File: src/rtl/cellchg_pkg.sv
// Shared types for the charge cycle sequencer.
// Assumes: nothing beyond IEEE 1800-2017.
package cellchg_pkg;

    // Sequencer states. Charging phases are PRE and FAST; suspend is a
    // qualifier applied on top of them, not a state.
    typedef enum logic [3:0] {
        ST_SLEEP  = 4'd0,
        ST_OFF    = 4'd1,
        ST_PRE    = 4'd2,
        ST_FAST   = 4'd3,
        ST_DONE   = 4'd4,
        ST_FLT_LO = 4'd5,
        ST_FLT_HI = 4'd6,
        ST_CHECK  = 4'd7,
        ST_ABSENT = 4'd8
    } seq_state_t;

    // Timer slots, used as indices into the timer control vectors.
    localparam int TMR_PRE   = 0;
    localparam int TMR_FAST  = 1;
    localparam int TMR_TAPER = 2;
    localparam int TMR_COUNT = 3;

endpackage

File: src/rtl/cellchg_edge_det.sv
// Falling-edge detector for a group of level inputs.
// Assumes: inputs are synchronous to clk. The history resets to 0, so a
// level that is low at reset never produces an edge.
module cellchg_edge_det #(
    parameter int N = 2
) (
    input  logic         clk,
    input  logic         rst_n,
    input  logic [N-1:0] lvl,
    output logic [N-1:0] fell
);
    logic [N-1:0] prev_q;

    // Keep each input's previous value.
    always_ff @(posedge clk) begin
        if (!rst_n) prev_q <= '0;
        else        prev_q <= lvl;
    end

    // One-cycle pulse per bit when it goes from high to low.
    for (genvar i = 0; i < N; i++) begin : g_fall
        assign fell[i] = prev_q[i] & ~lvl[i];
    end
endmodule

File: src/rtl/cellchg_tick_timer.sv
// Saturating safety timer that advances on a tick pulse.
// Assumes: tick is one clock wide. clr has priority over run. expired is
// high once the count is at or above LIMIT, and the count then stops.
module cellchg_tick_timer #(
    parameter int LIMIT = 2065
) (
    input  logic clk,
    input  logic rst_n,
    input  logic clr,
    input  logic run,
    input  logic tick,
    output logic expired
);
    localparam int CW = $clog2(LIMIT + 1);
    localparam logic [CW-1:0] LIM = CW'(LIMIT);

    logic [CW-1:0] cnt_q;

    // Expiry is a greater-or-equal compare against the limit.
    assign expired = (cnt_q >= LIM);

    // Clear, hold or advance the count.
    always_ff @(posedge clk) begin
        if (!rst_n)                        cnt_q <= '0;
        else if (clr)                      cnt_q <= '0;
        else if (run && tick && !expired)  cnt_q <= cnt_q + CW'(1);
    end
endmodule

File: src/rtl/cellchg_fsm.sv
// Charge cycle state machine with output decode and timer control.
// Assumes: all flags are synchronous. tmr_exp comes from timers driven by
// tmr_clr/tmr_run. en_fell and tte_fell are one-cycle edge pulses.
module cellchg_fsm
    import cellchg_pkg::*;
(
    input  logic                 clk,
    input  logic                 rst_n,
    input  logic                 supply_ok,
    input  logic                 bat_below_low,
    input  logic                 bat_below_rch,
    input  logic                 bat_at_reg,
    input  logic                 cur_below_taper,
    input  logic                 cur_below_term,
    input  logic                 temp_ok,
    input  logic                 die_hot,
    input  logic                 chg_en_n,
    input  logic                 tte_n,
    input  logic                 en_fell,
    input  logic                 tte_fell,
    input  logic                 absent_done,
    input  logic                 absent_found,
    input  logic [TMR_COUNT-1:0] tmr_exp,
    output logic [TMR_COUNT-1:0] tmr_clr,
    output logic [TMR_COUNT-1:0] tmr_run,
    output logic                 sel_precharge,
    output logic                 fast_en,
    output logic                 charger_off,
    output logic                 stat1_on,
    output logic                 stat2_on,
    output logic                 pgood_on,
    output logic                 absent_req
);
    seq_state_t st_q, st_d;
    logic       clr_all;
    logic       charging;
    logic       susp;
    logic       tte_en;
    logic       taper_cond;
    seq_state_t start_st;
    seq_state_t fault_st;

    assign charging   = (st_q == ST_PRE) || (st_q == ST_FAST);
    assign susp       = charging && (!temp_ok || die_hot);
    assign tte_en     = !tte_n;
    assign taper_cond = bat_at_reg && cur_below_taper;
    assign start_st   = bat_below_low ? ST_PRE : ST_FAST;
    assign fault_st   = bat_below_rch ? ST_FLT_LO : ST_FLT_HI;

    // Next-state selection: supply, enable and edge events first, then phase.
    always_comb begin
        st_d    = st_q;
        clr_all = 1'b0;
        if (!supply_ok) begin
            st_d    = ST_SLEEP;
            clr_all = 1'b1;
        end else if (chg_en_n) begin
            st_d    = ST_OFF;
            clr_all = 1'b1;
        end else if (en_fell || st_q == ST_SLEEP || st_q == ST_OFF) begin
            st_d    = start_st;
            clr_all = 1'b1;
        end else if (tte_fell) begin
            clr_all = 1'b1;
        end else begin
            case (st_q)
                ST_PRE: begin
                    if (!susp) begin
                        if (tmr_exp[TMR_PRE]) begin
                            st_d = fault_st;
                        end else if (!bat_below_low) begin
                            st_d    = ST_FAST;
                            clr_all = 1'b1;
                        end
                    end
                end
                ST_FAST: begin
                    if (!susp) begin
                        if (bat_below_low) begin
                            st_d    = ST_PRE;
                            clr_all = 1'b1;
                        end else if (tte_en && tmr_exp[TMR_FAST]) begin
                            st_d = fault_st;
                        end else if (tte_en && bat_at_reg && cur_below_term) begin
                            st_d = ST_DONE;
                        end else if (tte_en && tmr_exp[TMR_TAPER]) begin
                            st_d = ST_DONE;
                        end
                    end
                end
                ST_DONE: begin
                    if (bat_below_rch) st_d = ST_CHECK;
                end
                ST_FLT_LO: begin
                    if (!bat_below_rch) st_d = ST_FLT_HI;
                end
                ST_FLT_HI: begin
                    if (bat_below_rch) st_d = ST_CHECK;
                end
                ST_CHECK: begin
                    if (absent_done) begin
                        if (absent_found) begin
                            st_d = ST_ABSENT;
                        end else begin
                            st_d    = start_st;
                            clr_all = 1'b1;
                        end
                    end
                end
                ST_ABSENT: begin
                    if (!bat_below_rch) begin
                        st_d    = start_st;
                        clr_all = 1'b1;
                    end
                end
                default: st_d = ST_SLEEP;
            endcase
        end
    end

    // State register.
    always_ff @(posedge clk) begin
        if (!rst_n) st_q <= ST_SLEEP;
        else        st_q <= st_d;
    end

    // Timer controls: run only in the owning phase and never while suspended.
    always_comb begin
        tmr_run[TMR_PRE]   = (st_q == ST_PRE) && !susp;
        tmr_run[TMR_FAST]  = (st_q == ST_FAST) && !susp && tte_en;
        tmr_run[TMR_TAPER] = (st_q == ST_FAST) && !susp && tte_en && taper_cond;
        tmr_clr[TMR_PRE]   = clr_all;
        tmr_clr[TMR_FAST]  = clr_all;
        tmr_clr[TMR_TAPER] = clr_all ||
                             ((st_q == ST_FAST) && !susp && !(tte_en && taper_cond));
    end

    // Output decode from the state and the suspend qualifier.
    always_comb begin
        sel_precharge = (st_q == ST_PRE) && !susp;
        fast_en       = (st_q == ST_FAST) && !susp;
        charger_off   = !(sel_precharge || fast_en);
        stat1_on      = charging && !susp;
        stat2_on      = (st_q == ST_DONE);
        pgood_on      = (st_q != ST_SLEEP);
        absent_req    = (st_q == ST_CHECK);
    end
endmodule

File: src/rtl/cellchg_seq.sv
// Top level of the charge cycle sequencer: edge detection, three safety
// timers and the state machine.
// Assumes: all inputs synchronous to clk; tick_1s is a one-cycle pulse.
module cellchg_seq
    import cellchg_pkg::*;
#(
    parameter int PRE_LIMIT   = 2065,
    parameter int FAST_LIMIT  = 20650,
    parameter int TAPER_LIMIT = 2065
) (
    input  logic clk,
    input  logic rst_n,
    input  logic supply_ok,
    input  logic bat_below_low,
    input  logic bat_below_rch,
    input  logic bat_at_reg,
    input  logic cur_below_taper,
    input  logic cur_below_term,
    input  logic temp_ok,
    input  logic die_hot,
    input  logic chg_en_n,
    input  logic tte_n,
    input  logic tick_1s,
    input  logic absent_done,
    input  logic absent_found,
    output logic sel_precharge,
    output logic fast_en,
    output logic charger_off,
    output logic stat1_on,
    output logic stat2_on,
    output logic pgood_on,
    output logic absent_req
);
    logic [1:0]           fell;
    logic [TMR_COUNT-1:0] tmr_clr;
    logic [TMR_COUNT-1:0] tmr_run;
    logic [TMR_COUNT-1:0] tmr_exp;

    // Edge detection on the two enables: bit 0 charge, bit 1 timer/term.
    cellchg_edge_det #(.N(2)) u_edges (
        .clk  (clk),
        .rst_n(rst_n),
        .lvl  ({tte_n, chg_en_n}),
        .fell (fell)
    );

    // One timer per slot, limit chosen by slot index.
    for (genvar t = 0; t < TMR_COUNT; t++) begin : g_tmr
        localparam int LIM = (t == TMR_PRE)  ? PRE_LIMIT :
                             (t == TMR_FAST) ? FAST_LIMIT : TAPER_LIMIT;
        cellchg_tick_timer #(.LIMIT(LIM)) u_tmr (
            .clk    (clk),
            .rst_n  (rst_n),
            .clr    (tmr_clr[t]),
            .run    (tmr_run[t]),
            .tick   (tick_1s),
            .expired(tmr_exp[t])
        );
    end

    cellchg_fsm u_fsm (
        .clk            (clk),
        .rst_n          (rst_n),
        .supply_ok      (supply_ok),
        .bat_below_low  (bat_below_low),
        .bat_below_rch  (bat_below_rch),
        .bat_at_reg     (bat_at_reg),
        .cur_below_taper(cur_below_taper),
        .cur_below_term (cur_below_term),
        .temp_ok        (temp_ok),
        .die_hot        (die_hot),
        .chg_en_n       (chg_en_n),
        .tte_n          (tte_n),
        .en_fell        (fell[0]),
        .tte_fell       (fell[1]),
        .absent_done    (absent_done),
        .absent_found   (absent_found),
        .tmr_exp        (tmr_exp),
        .tmr_clr        (tmr_clr),
        .tmr_run        (tmr_run),
        .sel_precharge  (sel_precharge),
        .fast_en        (fast_en),
        .charger_off    (charger_off),
        .stat1_on       (stat1_on),
        .stat2_on       (stat2_on),
        .pgood_on       (pgood_on),
        .absent_req     (absent_req)
    );
endmodule

File: config.mk
export PLATFORM = sky130hd
export DESIGN_NAME = cellchg_seq
export DESIGN_NICKNAME = d
export VERILOG_FILES = /design/src/rtl/cellchg_pkg.sv /design/src/rtl/cellchg_edge_det.sv /design/src/rtl/cellchg_tick_timer.sv /design/src/rtl/cellchg_fsm.sv /design/src/rtl/cellchg_seq.sv
export SDC_FILE = /design/constraint.sdc
export NUM_CORES = 1
export LEC_CHECK = 0
export BUFFER_PORTS_ARGS = -buffer_cell sky130_fd_sc_hd__buf_4
export CAP_MARGIN = 20
export CORE_MARGIN = 2
export CORE_UTILIZATION = 33
export DETAILED_ROUTE_END_ITERATION = 7
export HOLD_SLACK_MARGIN = 0.02
export PLACE_DENSITY = 0.6
export SLEW_MARGIN = 20
export SYNTH_ARGS = -nofsm -noshare
export SYNTH_HDL_FRONTEND = slang
export SYNTH_SLANG_ARGS = --single-unit
File: constraint.sdc
create_clock -name clk -period 3.9 [get_ports clk]
set_input_delay 0.78 -clock clk [delete_from_list [all_inputs] [get_ports clk]]
set_output_delay 0.78 -clock clk [all_outputs]
set_load 0.01 [all_outputs]
# After elaboration in Yosys (flattened, before gate mapping)
# Index checks and enable logic that the tools add are counted.
totals:
  regBits: 45
  latchBits: 0
  mem_bits_rw: 0
  mem_bits_ro: 0
  in_bits: 15
  word_cells: 118
  n_memories: 0
op_classes:
  add_sub_neg: 3
  multipliers: 0
  div_mod_pow: 0
  n_lt_le_gt_ge: 3
  n_eq_ne: 26
  shifts: 0
  n_mux: 32
  bitwise_logic: 6
  reduce_logical: 42
ops:
  columns: ["cell", "count"]
  rows:
  - ["$mux W4", 15]
  - ["$add A12 B1 Y12 const B", 2]
  - ["$ge A12 B12 Y1 const B", 2]
  - ["$pmux W4 S6", 1]
  - ["$logic_and A1 B1 Y1", 19]
  - ["$reduce_and A9 Y1", 2]
  - ["$eq A4 B3 Y1 const B", 4]
  - ["$add A15 B1 Y15 const B", 1]
  - ["$ge A15 B15 Y1 const B", 1]
  - ["$mux W1", 14]
  - ["$ne A4 B3 Y1 const B", 3]
  - ["$ne A4 B4 Y1 const B", 3]
  - ["$ne A3 B2 Y1 const B", 3]
  - ["$ne A3 B3 Y1 const B", 3]
  - ["$eq A4 B2 Y1 const B", 2]
  - ["$logic_not A1 Y1", 8]
  - ["$ne A7 B7 Y1 const B", 1]
  - ["$logic_or A1 B1 Y1", 6]
  - ["$ne A6 B6 Y1 const B", 1]
  - ["$reduce_or A2 Y1", 3]
  - ["$ne A5 B5 Y1 const B", 1]
  - ["$eq A4 B1 Y1 const B", 1]
  - ["$eq A4 B4 Y1 const B", 1]
  - ["$logic_not A4 Y1", 1]
  - ["10 further kinds", 14]

# Longest topological paths before layout
# Gate-level depths: netlist of the first run.
depth:
  depth_word: 11
  ltp_mapped: 9
  depth_no_buf: 8

# Modules after synthesis
# A second synthesis of the first run with hierarchy kept.
unflattened:
  cells_unflattened: 364
  hier_area_um2: 2911.5
modules_own_cells:
  columns: ["module", "instances", "cells_each", "area_per_inst_um2", "seq_area_each_um2"]
  rows:
  - ["cellchg_tick_timer (g_tmr[1].u_tmr)", 1, 105, 885.8, 300.3]
  - ["cellchg_tick_timer (g_tmr[2].u_tmr)", 1, 83, 696.9, 240.2]
  - ["cellchg_tick_timer (g_tmr[0].u_tmr)", 1, 76, 646.9, 240.2]
  - ["cellchg_fsm", 1, 94, 613.1, 80.1]
  - ["cellchg_edge_det", 1, 6, 68.8, 40.0]

# Worst setup path after synthesis of the first run
# OpenSTA, ideal clock, no wires.
synth_timing:
  path_type: "register -> register"
  from: "register g_tmr[0].u_tmr.cnt_q[1]"
  to: "register g_tmr[0].u_tmr.cnt_q[0]"
  setup_time_ns: 0.117
  arrival_ns: 2.397
  required_time_ns: 3.783
  setup_slack_ns: 1.386
  path_stages_with_launch: 10
  n_path_buf: 1
  path_cell_list: "dfxtp_1 inv_1 ha_1 or4b_1 a2111o_1 and2_4 o311a_1 nand2_2 buf_2 nor2_1"
synth_via:
  elab_chain_cells: 9
  elab_cells_between_ends: 11
synth_rtl:
  columns: ["item", "line", "text"]
  rows:
  - ["start, declared", "cellchg_tick_timer.sv:17", "logic [CW-1:0] cnt_q;"]
  - ["start signal, assigned", "cellchg_tick_timer.sv:26", "else if (run && tick && !expired) cnt_q <= cnt_q + CW'(1);"]
  - ["$ge A12 B12 Y1 *", "cellchg_tick_timer.sv:20", "assign expired = (cnt_q >= LIM);"]
  - ["$mux W1", "cellchg_fsm.sv:69", "if (tmr_exp[TMR_PRE]) begin"]
  - ["$mux W1", "cellchg_fsm.sv:68", "if (!susp) begin"]
  - ["$pmux W1 S4", "cellchg_fsm.sv:66", "case (st_q)"]
  - ["$mux W1", "cellchg_fsm.sv:63", "end else if (tte_fell) begin"]
  - ["$mux W1", "cellchg_fsm.sv:60", "end else if (en_fell || st_q == ST_SLEEP || st_q == ST_OFF) begin"]
  - ["$mux W1", "cellchg_fsm.sv:57", "end else if (chg_en_n) begin"]
  - ["$mux W1", "cellchg_fsm.sv:54", "if (!supply_ok) begin"]
  - ["$reduce_or A2 Y1 (no line)", null, null]
# Mark *: on every way between the ends. The rest lies on a longest branch, timed or not.
# A chain may end at the register's enable or synchronous reset.

# Final worst setup path of the first run
layout_timing:
  from: "register g_tmr[0].u_tmr.cnt_q[1]"
  to: "register g_tmr[1].u_tmr.cnt_q[2]"
layout_via:
  elab_chain_cells: 9
layout_rtl:
  columns: ["item", "line"]
  rows:
  - ["$ge A12 B12 Y1", "cellchg_tick_timer.sv:20"]
  - ["$mux W1", "cellchg_fsm.sv:69"]
  - ["$mux W1", "cellchg_fsm.sv:68"]
  - ["$pmux W1 S4", "cellchg_fsm.sv:66"]
  - ["$mux W1", "cellchg_fsm.sv:63"]
  - ["$mux W1", "cellchg_fsm.sv:60"]
  - ["$mux W1", "cellchg_fsm.sv:57"]
  - ["$mux W1", "cellchg_fsm.sv:54"]
  - ["$reduce_or A2 Y1 (no line)", null]
  - ["end signal, assigned", "cellchg_tick_timer.sv:26"]
  - ["end, declared", "cellchg_tick_timer.sv:17"]
# No other way between the ends.

==> results.json, run 1 <==
{
  "grt_pass1_wl_um": 9760,
  "seq_area_frac_synth": 0.338,
  "fp.coreArea_um2": 7770,
  "dieHeight_um": 93.8,
  "max_freq_mhz": 357,
  "ctsHoldBuffers": 0,
  "port_buffers": 21,
  "skew_ps": 12.8,
  "ant_nets": 0,
  "ys_warn_count": 0,
  "clock-sinks": 45,
  "start_util": 0.343,
  "crit_type": "flop to flop",
  "critPathMaxStageDelay_ps": 510,
  "crit_chain": "inv_1 -> ha_1 -> or4b_1 -> a2111o_1 -> and2_4 -> o311a_1 -> nand2_2 -> nor2_1",
  "cp_top_family": "simple AND/OR/NAND/NOR gates",
  "clock-root-buffer": "clkbuf_8",
  "max-cap-violations": 0,
  "hold_class": "flop to flop",
  "min_path_cells": 1,
  "numCtsBuffers": 5,
  "clkTransAtPathRegs_ps": 80,
  "rr_worst_depth": 8,
  "fin_setup_tns_ps": 0,
  "slew_viol_final": 0,
  "route.detailed.drc": 0,
  "drive_gt1_frac": 0.123,
  "end_kind": "flop",
  "rsz0062_at_grt": "false",
  "finalWirelength_um": 5590,
  "syn_to_final_growth_pct": 13.9,
  "irDropWorstVdd_uv": 250,
  "via_per_inst": 5.10,
  "n_antenna_cell": 0,
  "p_sw_w": 0.000192,
  "overflow": 0,
  "cts.repair.resized": 0,
  "ys_types": 61,
  "final_nets": 373,
  "die_w_um": 93.8,
  "grt_usage": 0.134,
  "clockPowerShare": 0.411,
  "dieArea_um2": 8810,
  "fin_area_um2": 3030,
  "power_density_nw_per_um2": 286,
  "worst_slew_pin_slew_ps": 548,
  "routedWlPerCell_um": 12.3,
  "period_share": 0.718,
  "worst-path-stages": 8,
  "syn_nets": 355,
  "r2r_slack_ps": 1100,
  "arrival_ps": 2970,
  "syn-cell-area_um2": 2660,
  "place.detailed.hpwl_um": 4040,
  "ios": 22,
  "grt_max_degree": 28,
  "cts_tree": "yes",
  "internal-power_w": 0.000676,
  "power.total_w": 0.000868,
  "dr.pass1.iters": 4,
  "required_ps": 4070,
  "ys_ff_latch": 45,
  "post-route-util": 0.391,
  "drt-initial-drc-count": 80,
  "htree_levels": 2,
  "p_seq_frac": 0.537,
  "power_frac_comb": 0.053,
  "cts-root-to-sink-buffers": 2,
  "switching_share": 0.221,
  "antenna_found_initial": 0,
  "synth-edff-count": 0,
  "clock_latency_ps": 300,
  "fin_crit_ps": 2800,
  "finalHoldViolations": 0,
  "synthCells": 332,
  "leakage_nw": 1.01,
  "rows": 32,
  "fillerInstances": 794,
  "vias": 2309,
  "crit_path_top_delay_cell": "a2111o_1",
  "cp_num_buf_inv": 1,
  "setup.worst_path.start_class": "flop",
  "synthFlopType": "dfxtp_1",
  "status": "finished, final reports clean",
  "gp_congestion": 0.833,
  "synthArstFlopShare": 0,
  "setup_violations": 0,
  "synth_area_per_cell_um2": 8.02,
  "post_cts_buffers": 0,
  "path_max_fanout": 27,
  "place_area_um2": 2920,
  "slew_headroom": 0.634,
  "grt_pass1_vias": 2117
}
-- final timing paths --
kind / end / start
worst max-delay path: g_tmr[1].u_tmr.cnt_q[2] / g_tmr[0].u_tmr.cnt_q[1]
worst min-delay path: u_fsm.st_q[2] / u_edges.prev_q[0]
worst max register to register: g_tmr[1].u_tmr.cnt_q[2] / g_tmr[0].u_tmr.cnt_q[1]
worst min register to register: u_fsm.st_q[2] / u_edges.prev_q[0]
-- cells in the final DEF, fill, tap and decap left out, drive strengths merged, types with 6 or more instances in the layout --
master	netlist	final
dfxtp	45	45
inv	20	20
nor2	56	56
nand4	9	9
nor3	16	16
xor2	17	17
nand3	18	18
nand2	27	27
buf	6	24
xnor2	16	16
ha	8	8
a21oi	6	6
-- synthesized netlist by cell type (5+ instances only) --
| library cell | n | area, um^2 |
|---|---|---|
| a21oi_1 | 5 | 25.0 |
| nand2_1 | 26 | 97.6 |
| dfxtp_1 | 45 | 901 |
| nor2_1 | 56 | 210 |
| ha_1 | 8 | 100 |
| clkbuf_1 | 7 | 26.3 |
| nand4_1 | 9 | 56.3 |
| inv_1 | 20 | 75.1 |
| buf_2 | 5 | 25.0 |
| xnor2_1 | 16 | 140 |
| xor2_1 | 17 | 149 |
| nand3_1 | 18 | 90.1 |
| nor3_1 | 16 | 80.1 |
-- power by group through the flow --
| stage | registers, W | clock network (W) | logic [W] |
|---|---|---|---|
| 6_report | 0.000466 | 0.000357 | 0.0000458 |
| 5_1_grt | 0.000467 | 0.000389 | 0.0000501 |
| 4_1_cts | 0.000466 | 0.000368 | 0.0000457 |
| 3_5_place_dp | 0.000477 | 0 | 0.0000455 |
| 3_3_place_gp | 0.000477 | 0 | 0.0000454 |
| 2_1_floorplan | 0.000473 | 0 | 0.0000269 |
-- through the flow --
step	setup slack, ps	hold slack, ps	cells
after CTS	1070	481	453
final	1100	477	453
after detailed placement	1080	469	445
after global placement	1170	468	445
after global routing	876	499	453
after floorplan	1390	441	332
-- sequential cells by signal, summed over array words and instances, names as in the netlist --
name and count:
g_tmr.u_tmr.cnt_q 39, u_fsm.st_q 4, u_edges.prev_q 2
-- worst reg2reg max path, stage by stage, from the launching register on --
cell      delay (ps)
dfxtp_1          380
inv_1            110
ha_1             180
or4b_1           460
a2111o_1         510
and2_4           210
o311a_1          320
nand2_2          400
nor2_1           110
-- area by class of cell --
class / instances / area (um^2) / area share
clock buffer: 5 / 68.8 / 0.0227
clock inverter: 3 / 46.3 / 0.0153
inverter: 20 / 75.1 / 0.0247
multi-input combinational: 254 / 1640 / 0.539
sequential: 45 / 901 / 0.297
tap: 102 / 128 / 0.0421
timing repair buffer: 24 / 180 / 0.0594
-- metal layers --
layer  track usage  wire length [um]  vias up
met5             0                 0        -
met4        0.0362                65        0
met3        0.0321               276        5
met2         0.205              2390       48
met1         0.187              2860     1057
li1              -                 -     1199
-- cell families (layout without fill, tap and decap cells) --
| family | Yosys count | after routing | synth area share |
|---|---|---|---|
| DFF | 45 | 45 | 0.338 |
| AOI/OAI and AO/OA | 43 | 43 | 0.134 |
| and+or+nand+nor | 169 | 169 | 0.328 |
| muxes | 1 | 1 | 0.00376 |
| adders and majority gates | 8 | 8 | 0.0376 |
| buffers and inverters | 33 | 52 | 0.0503 |
| xor gates and xnor gates | 33 | 33 | 0.108 |
Note: power is estimated with default switching activity, not from simulation.
==> run 2: changes to the inputs <==
--- a/config.mk
+++ b/config.mk
@@ -11,7 +11,7 @@
 export CORE_UTILIZATION = 33
 export DETAILED_ROUTE_END_ITERATION = 7
 export HOLD_SLACK_MARGIN = 0.02
-export PLACE_DENSITY = 0.6
+export PLACE_DENSITY = 0.62
 export SLEW_MARGIN = 20
 export SYNTH_ARGS = -nofsm -noshare
 export SYNTH_HDL_FRONTEND = slang
==> constraint.sdc (replaced) <==
create_clock -name clk -period 2.45 [get_ports clk]
set_input_delay 0.49 -clock clk [delete_from_list [all_inputs] [get_ports clk]]
set_output_delay 0.49 -clock clk [all_outputs]
set_load 0.01 [all_outputs]
==> results.json, run 2 (synthesis gave the netlist of run 1 again) <==
{
  "status": "finished with violations",
  "violations": "setup timing",
  "place.detailed.hpwl_um": 4340,
  "drive_gt1_frac": 0.317,
  "timing.rr.end": "g_tmr[0].u_tmr.cnt_q[7]",
  "slew_headroom": 0.439,
  "clock-sinks": 45,
  "route.detailed.drc": 0,
  "min_to": "u_edges.prev_q[0]",
  "worst_slew_pin_slew_ps": 834,
  "vias": 2490,
  "hold_class": "primary input to flop",
  "finalWirelength_um": 6640,
  "setup_slack_ps": -49.4,
  "finalHoldViolations": 0,
  "drt-initial-drc-count": 96,
  "start_util": 0.343,
  "regArea_um2": 906,
  "numCtsBuffers": 5,
  "overflow": 0,
  "gp_congestion": 0.808,
  "fp.coreArea_um2": 7770,
  "crit_type": "flop to flop",
  "r2r_slack_ps": -50,
  "routedWlPerCell_um": 13.8,
  "rsz0062_at_grt": "true",
  "cts_tree": "yes",
  "path_max_fanout": 5,
  "clock_latency_ps": 290,
  "antenna_found_initial": 0,
  "final_nets": 401,
  "fin_crit_ps": 2500,
  "top_usage_layer": "met2",
  "rr_startpoint": "g_tmr[0].u_tmr.cnt_q[1]",
  "largest_reg_flops": 39,
  "met3_usage": 0.0265,
  "period_share": 1.02,
  "n_antenna_cell": 0,
  "max_freq_mhz": 400,
  "setup.worst_path.start_class": "flop",
  "skew_ps": 7.67,
  "worstSetupStartpoint": "g_tmr[0].u_tmr.cnt_q[1]",
  "dr.pass1.iters": 4,
  "fillerInstances": 744,
  "required_ps": 2640,
  "clock-root-buffer": "clkbuf_8",
  "via_per_inst": 5.18,
  "port_buffers": 21,
  "ant_nets": 0,
  "arrival_ps": 2690,
  "die_w_um": 93.8,
  "final_common_cell": "buf_4",
  "place_ws_ps": -31.4,
  "htree_levels": 2,
  "hp-start": "rst_n",
  "cts-root-to-sink-buffers": 2,
  "fin_setup_tns_ps": -770,
  "clkTransAtPathRegs_ps": 80,
  "rr_worst_depth": 9,
  "grt_max_degree": 22,
  "reg.largest.list": "g_tmr.u_tmr.cnt_q (39), u_fsm.st_q (4), u_edges.prev_q (2)",
  "min_path_cells": 2,
  "syn_to_final_growth_pct": 36.0,
  "grt_pass1_wl_um": 9950,
  "met2_usage": 0.219,
  "irDropWorstVdd_uv": 208,
  "multiInputGateArea_um2": 1940,
  "grt_pass1_vias": 2207,
  "final_cell_mix": "buf_4 (46), dfxtp_1 (41), nor2_1 (36), nand2_1 (25)",
  "end_kind": "flop",
  "rows": 32,
  "ios": 22,
  "dieHeight_um": 93.8,
  "dieArea_um2": 8810,
  "post-route-util": 0.466,
  "slew_viol_final": 0,
  "leakage_nw": 1.26,
  "grtUsageMet1": 0.192,
  "setup_violations": 28,
  "grt_usage": 0.138,
  "max-cap-violations": 0,
  "power_density_nw_per_um2": 389,
  "top_register": "g_tmr.u_tmr.cnt_q"
}
==> run 2: worst max-delay path, cell delays in order, from the launching register on <==
cell and delay [ps]:
dfxtp_2 350, inv_4 50, ha_4 140, or4b_4 470
a2111o_1 490, and2_4 210, o311a_4 350, nand2_8 110
clkbuf_16 170, nor2_1 40
==> run 2: what timing repair did <==
| action | in CTS | in global routing |
|---|---|---|
| pin swaps | 0 | 30 |
| endpoints found under the setup margin | 3 | 43 |
| hold buffers | 0 | 0 |
| resized for setup | 4 | 69 |
| cloned | 0 | 3 |
| buffers inserted | 0 | 3 |
==> run 2: cell type report <==
class	instances	area share
well taps	102	0.0352
clock buffers	7	0.0238
flip-flops and latches	45	0.250
multi-input cells	254	0.536
clock inverters	1	0.00829
repair buffers	52	0.125
inverters	20	0.0214
==> run 2: power by group <==
group	internal, W	leakage (nW)	switching [W]
registers	0.000734	0.365	0.00000654
clock network	0.000333	0.0585	0.000244
logic	0.0000463	0.835	0.0000474
==> run 2: worst max path at each step <==
stage	slack [ps]	cells past startpoint	endpoint
6_report	-50	9	g_tmr[0].u_tmr.cnt_q[7]
5_1_grt	-140	9	g_tmr[0].u_tmr.cnt_q[7]
4_1_cts	-20	8	u_fsm.st_q[2]
3_5_place_dp	-30	8	u_fsm.st_q[2]
3_3_place_gp	20	8	u_fsm.st_q[2]
2_1_floorplan	30	8	u_fsm.st_q[2]
==> run 2: stage by stage <==
stage / cell area (um^2) / hold WS, ps / power, W / cells
2_1_floorplan: 2670 / 441 / 0.000796 / 332
3_3_place_gp: 3120 / 460 / 0.000839 / 468
3_5_place_dp: 3120 / 466 / 0.000839 / 468
4_1_cts: 3260 / 403 / 0.00143 / 476
5_1_grt: 3620 / 419 / 0.00148 / 481
6_report: 3620 / 430 / 0.00141 / 481
==> run 2: metal layers <==
metal | wire [um] | vias up
li1 | - | 1261
met1 | 3130 | 1168
met2 | 3150 | 57
met3 | 312 | 4
met4 | 42 | 0
met5 | 0 | -
==> run 3: changes to the inputs <==
--- a/config.mk
+++ b/config.mk
@@ -11,7 +11,7 @@
 export CORE_UTILIZATION = 33
 export DETAILED_ROUTE_END_ITERATION = 7
 export HOLD_SLACK_MARGIN = 0.02
-export PLACE_DENSITY = 0.62
+export PLACE_DENSITY = 0.6
 export SLEW_MARGIN = 20
 export SYNTH_ARGS = -nofsm -noshare
 export SYNTH_HDL_FRONTEND = slang
==> constraint.sdc (replaced) <==
create_clock -name clk -period 3.16 [get_ports clk]
set_input_delay 0.632 -clock clk [delete_from_list [all_inputs] [get_ports clk]]
set_output_delay 0.632 -clock clk [all_outputs]
set_load 0.01 [all_outputs]
==> results.json, run 3 (synthesis gave the netlist of run 1 again) <==
{
  "worst_slew_pin_slew_ps": 569,
  "power_density_nw_per_um2": 325,
  "dieArea_um2": 8810,
  "fin_crit_ps": 2820,
  "syn_to_final_growth_pct": 12.7,
  "end_kind": "flop",
  "final_cell_mix": "nor2_1 (56), dfxtp_1 (45), nand2_1 (26), buf_4 (24), inv_1 (20)",
  "path_max_fanout": 27,
  "n_antenna_cell": 0,
  "overflow": 0,
  "clkTransAtPathRegs_ps": 80,
  "leakage_nw": 0.997,
  "ios": 22,
  "grt_usage": 0.134,
  "max_freq_mhz": 355,
  "clock_latency_ps": 300,
  "setup_violations": 0,
  "worst-path-stages": 8,
  "crit_chain": "inv_1 -> ha_1 -> or4b_1 -> a2111o_1 -> and2_4 -> o311a_1 -> nand2_2 -> nor2_1",
  "switching_share": 0.231,
  "cp-endpoint": "g_tmr[1].u_tmr.cnt_q[3]",
  "place.detailed.hpwl_um": 4120,
  "cp_top_family": "simple AND/OR/NAND/NOR gates",
  "irDropWorstVdd_uv": 146,
  "power_frac_comb": 0.058,
  "clock-root-buffer": "clkbuf_8",
  "top_register": "g_tmr.u_tmr.cnt_q",
  "fillerInstances": 827,
  "fin_cells": 453,
  "crit_path_top_delay_cell": "a2111o_1",
  "finalWirelength_um": 5750,
  "timing.rr.end": "g_tmr[1].u_tmr.cnt_q[3]",
  "crit_type": "flop to flop",
  "p_seq_frac": 0.589,
  "numCtsBuffers": 5,
  "dp_cells": 445,
  "largest_reg_flops": 39,
  "critPathMaxStageDelay_ps": 500,
  "grt_pass1_wl_um": 9630,
  "min_path_cells": 1,
  "rr_worst_depth": 8,
  "grt_max_degree": 28,
  "clock-sinks": 45,
  "required_ps": 3330,
  "cp_num_buf_inv": 1,
  "start_util": 0.343,
  "slew_headroom": 0.620,
  "dr.pass1.iters": 4,
  "ant_nets": 0,
  "worstSetupStartpoint": "g_tmr[0].u_tmr.cnt_q[1]",
  "drt-initial-drc-count": 116,
  "reg.largest.list": "g_tmr.u_tmr.cnt_q (39), u_fsm.st_q (4), u_edges.prev_q (2)",
  "finalHoldViolations": 0,
  "status": "finished, final reports clean",
  "rows": 32,
  "route.detailed.drc": 0,
  "via_per_inst": 5.14,
  "cts-root-to-sink-buffers": 2,
  "p_sw_w": 0.000226,
  "rsz0062_at_grt": "false",
  "fin_setup_tns_ps": 0,
  "grt_pass1_vias": 2108,
  "fp.coreArea_um2": 7770,
  "setup.worst_path.start_class": "flop",
  "rr_startpoint": "g_tmr[0].u_tmr.cnt_q[1]",
  "r2r_slack_ps": 340,
  "hold_class": "flop to flop",
  "arrival_ps": 2990,
  "routedWlPerCell_um": 12.7,
  "slew_viol_final": 0,
  "ctsHoldBuffers": 0,
  "cts.repair.resized": 0,
  "dieHeight_um": 93.8,
  "htree_levels": 2,
  "final_nets": 373,
  "vias": 2328,
  "post_cts_buffers": 0,
  "period_share": 0.892,
  "final_common_cell": "nor2_1",
  "clockPowerShare": 0.353,
  "die_w_um": 93.8,
  "port_buffers": 21,
  "skew_ps": 6.46,
  "gp_congestion": 0.820,
  "max-cap-violations": 0,
  "antenna_found_initial": 0,
  "cts_tree": "yes",
  "internal-power_w": 0.000751,
  "drive_gt1_frac": 0.120
}
[run 3: layout make-up]
type / count / area, um^2 / share of cell area
clock buffers: 6 / 72.6 / 0.0242
clock inverters: 2 / 10.0 / 0.00333
inverters: 20 / 75.1 / 0.0250
multi-input cells: 254 / 1640 / 0.545
flip-flops and latches: 45 / 901 / 0.300
well taps: 102 / 128 / 0.0425
repair buffers: 24 / 180 / 0.0600
[run 3: worst min-delay path by stage]
stage | slack (ps) | end | from
3_3_place_gp | 470 | u_fsm.st_q[2] | u_edges.prev_q[0]
3_5_place_dp | 470 | u_fsm.st_q[2] | u_edges.prev_q[0]
2_1_floorplan | 440 | u_fsm.st_q[2] | u_edges.prev_q[0]
6_report | 480 | u_fsm.st_q[2] | u_edges.prev_q[0]
5_1_grt | 510 | u_fsm.st_q[2] | u_edges.prev_q[0]
4_1_cts | 480 | u_fsm.st_q[2] | u_edges.prev_q[0]
[run 3: power groups by stage]
stage	combinational (W)	clock (W)	sequential, W
after floorplan	0.0000332	0	0.000584
after global placement	0.0000563	0	0.000589
after detailed placement	0.0000565	0	0.000589
after CTS	0.0000569	0.000360	0.000575
after global routing	0.0000622	0.000385	0.000576
final	0.0000568	0.000345	0.000575
[run 3: worst reg2reg max path: cells and delay by family (launching register included)]
kind | cells | cell delay (ps)
AO/OA/AOI/OAI | 2 | 820
AND/OR/NAND/NOR | 4 | 1180
adder cells (fa/ha/maj) | 1 | 180
buffers and inverters | 1 | 110
flip-flops | 1 | 390
[run 3: metrics by stage]
stage               setup WS, ps  utilization  hold WS [ps]  instance area, um^2  total power (W)
detailed placement           324        0.376           471                 2920         0.000645
CTS                          301        0.386           483                 3000         0.000992
global placement             429        0.376           472                 2920         0.000645
global route                 177        0.386           511                 3000          0.00102
floorplan                    646            -           441                 2660         0.000617
finish                       341        0.386           484                 3000         0.000976
[run 3: routing by layer]
layer / wire length, um / up-vias / track usage
met5: 0 / - / 0
met4: 80 / 0 / 0.0447
met3: 234 / 7 / 0.0281
met2: 2480 / 40 / 0.211
met1: 2960 / 1082 / 0.181
li1: - / 1199 / -
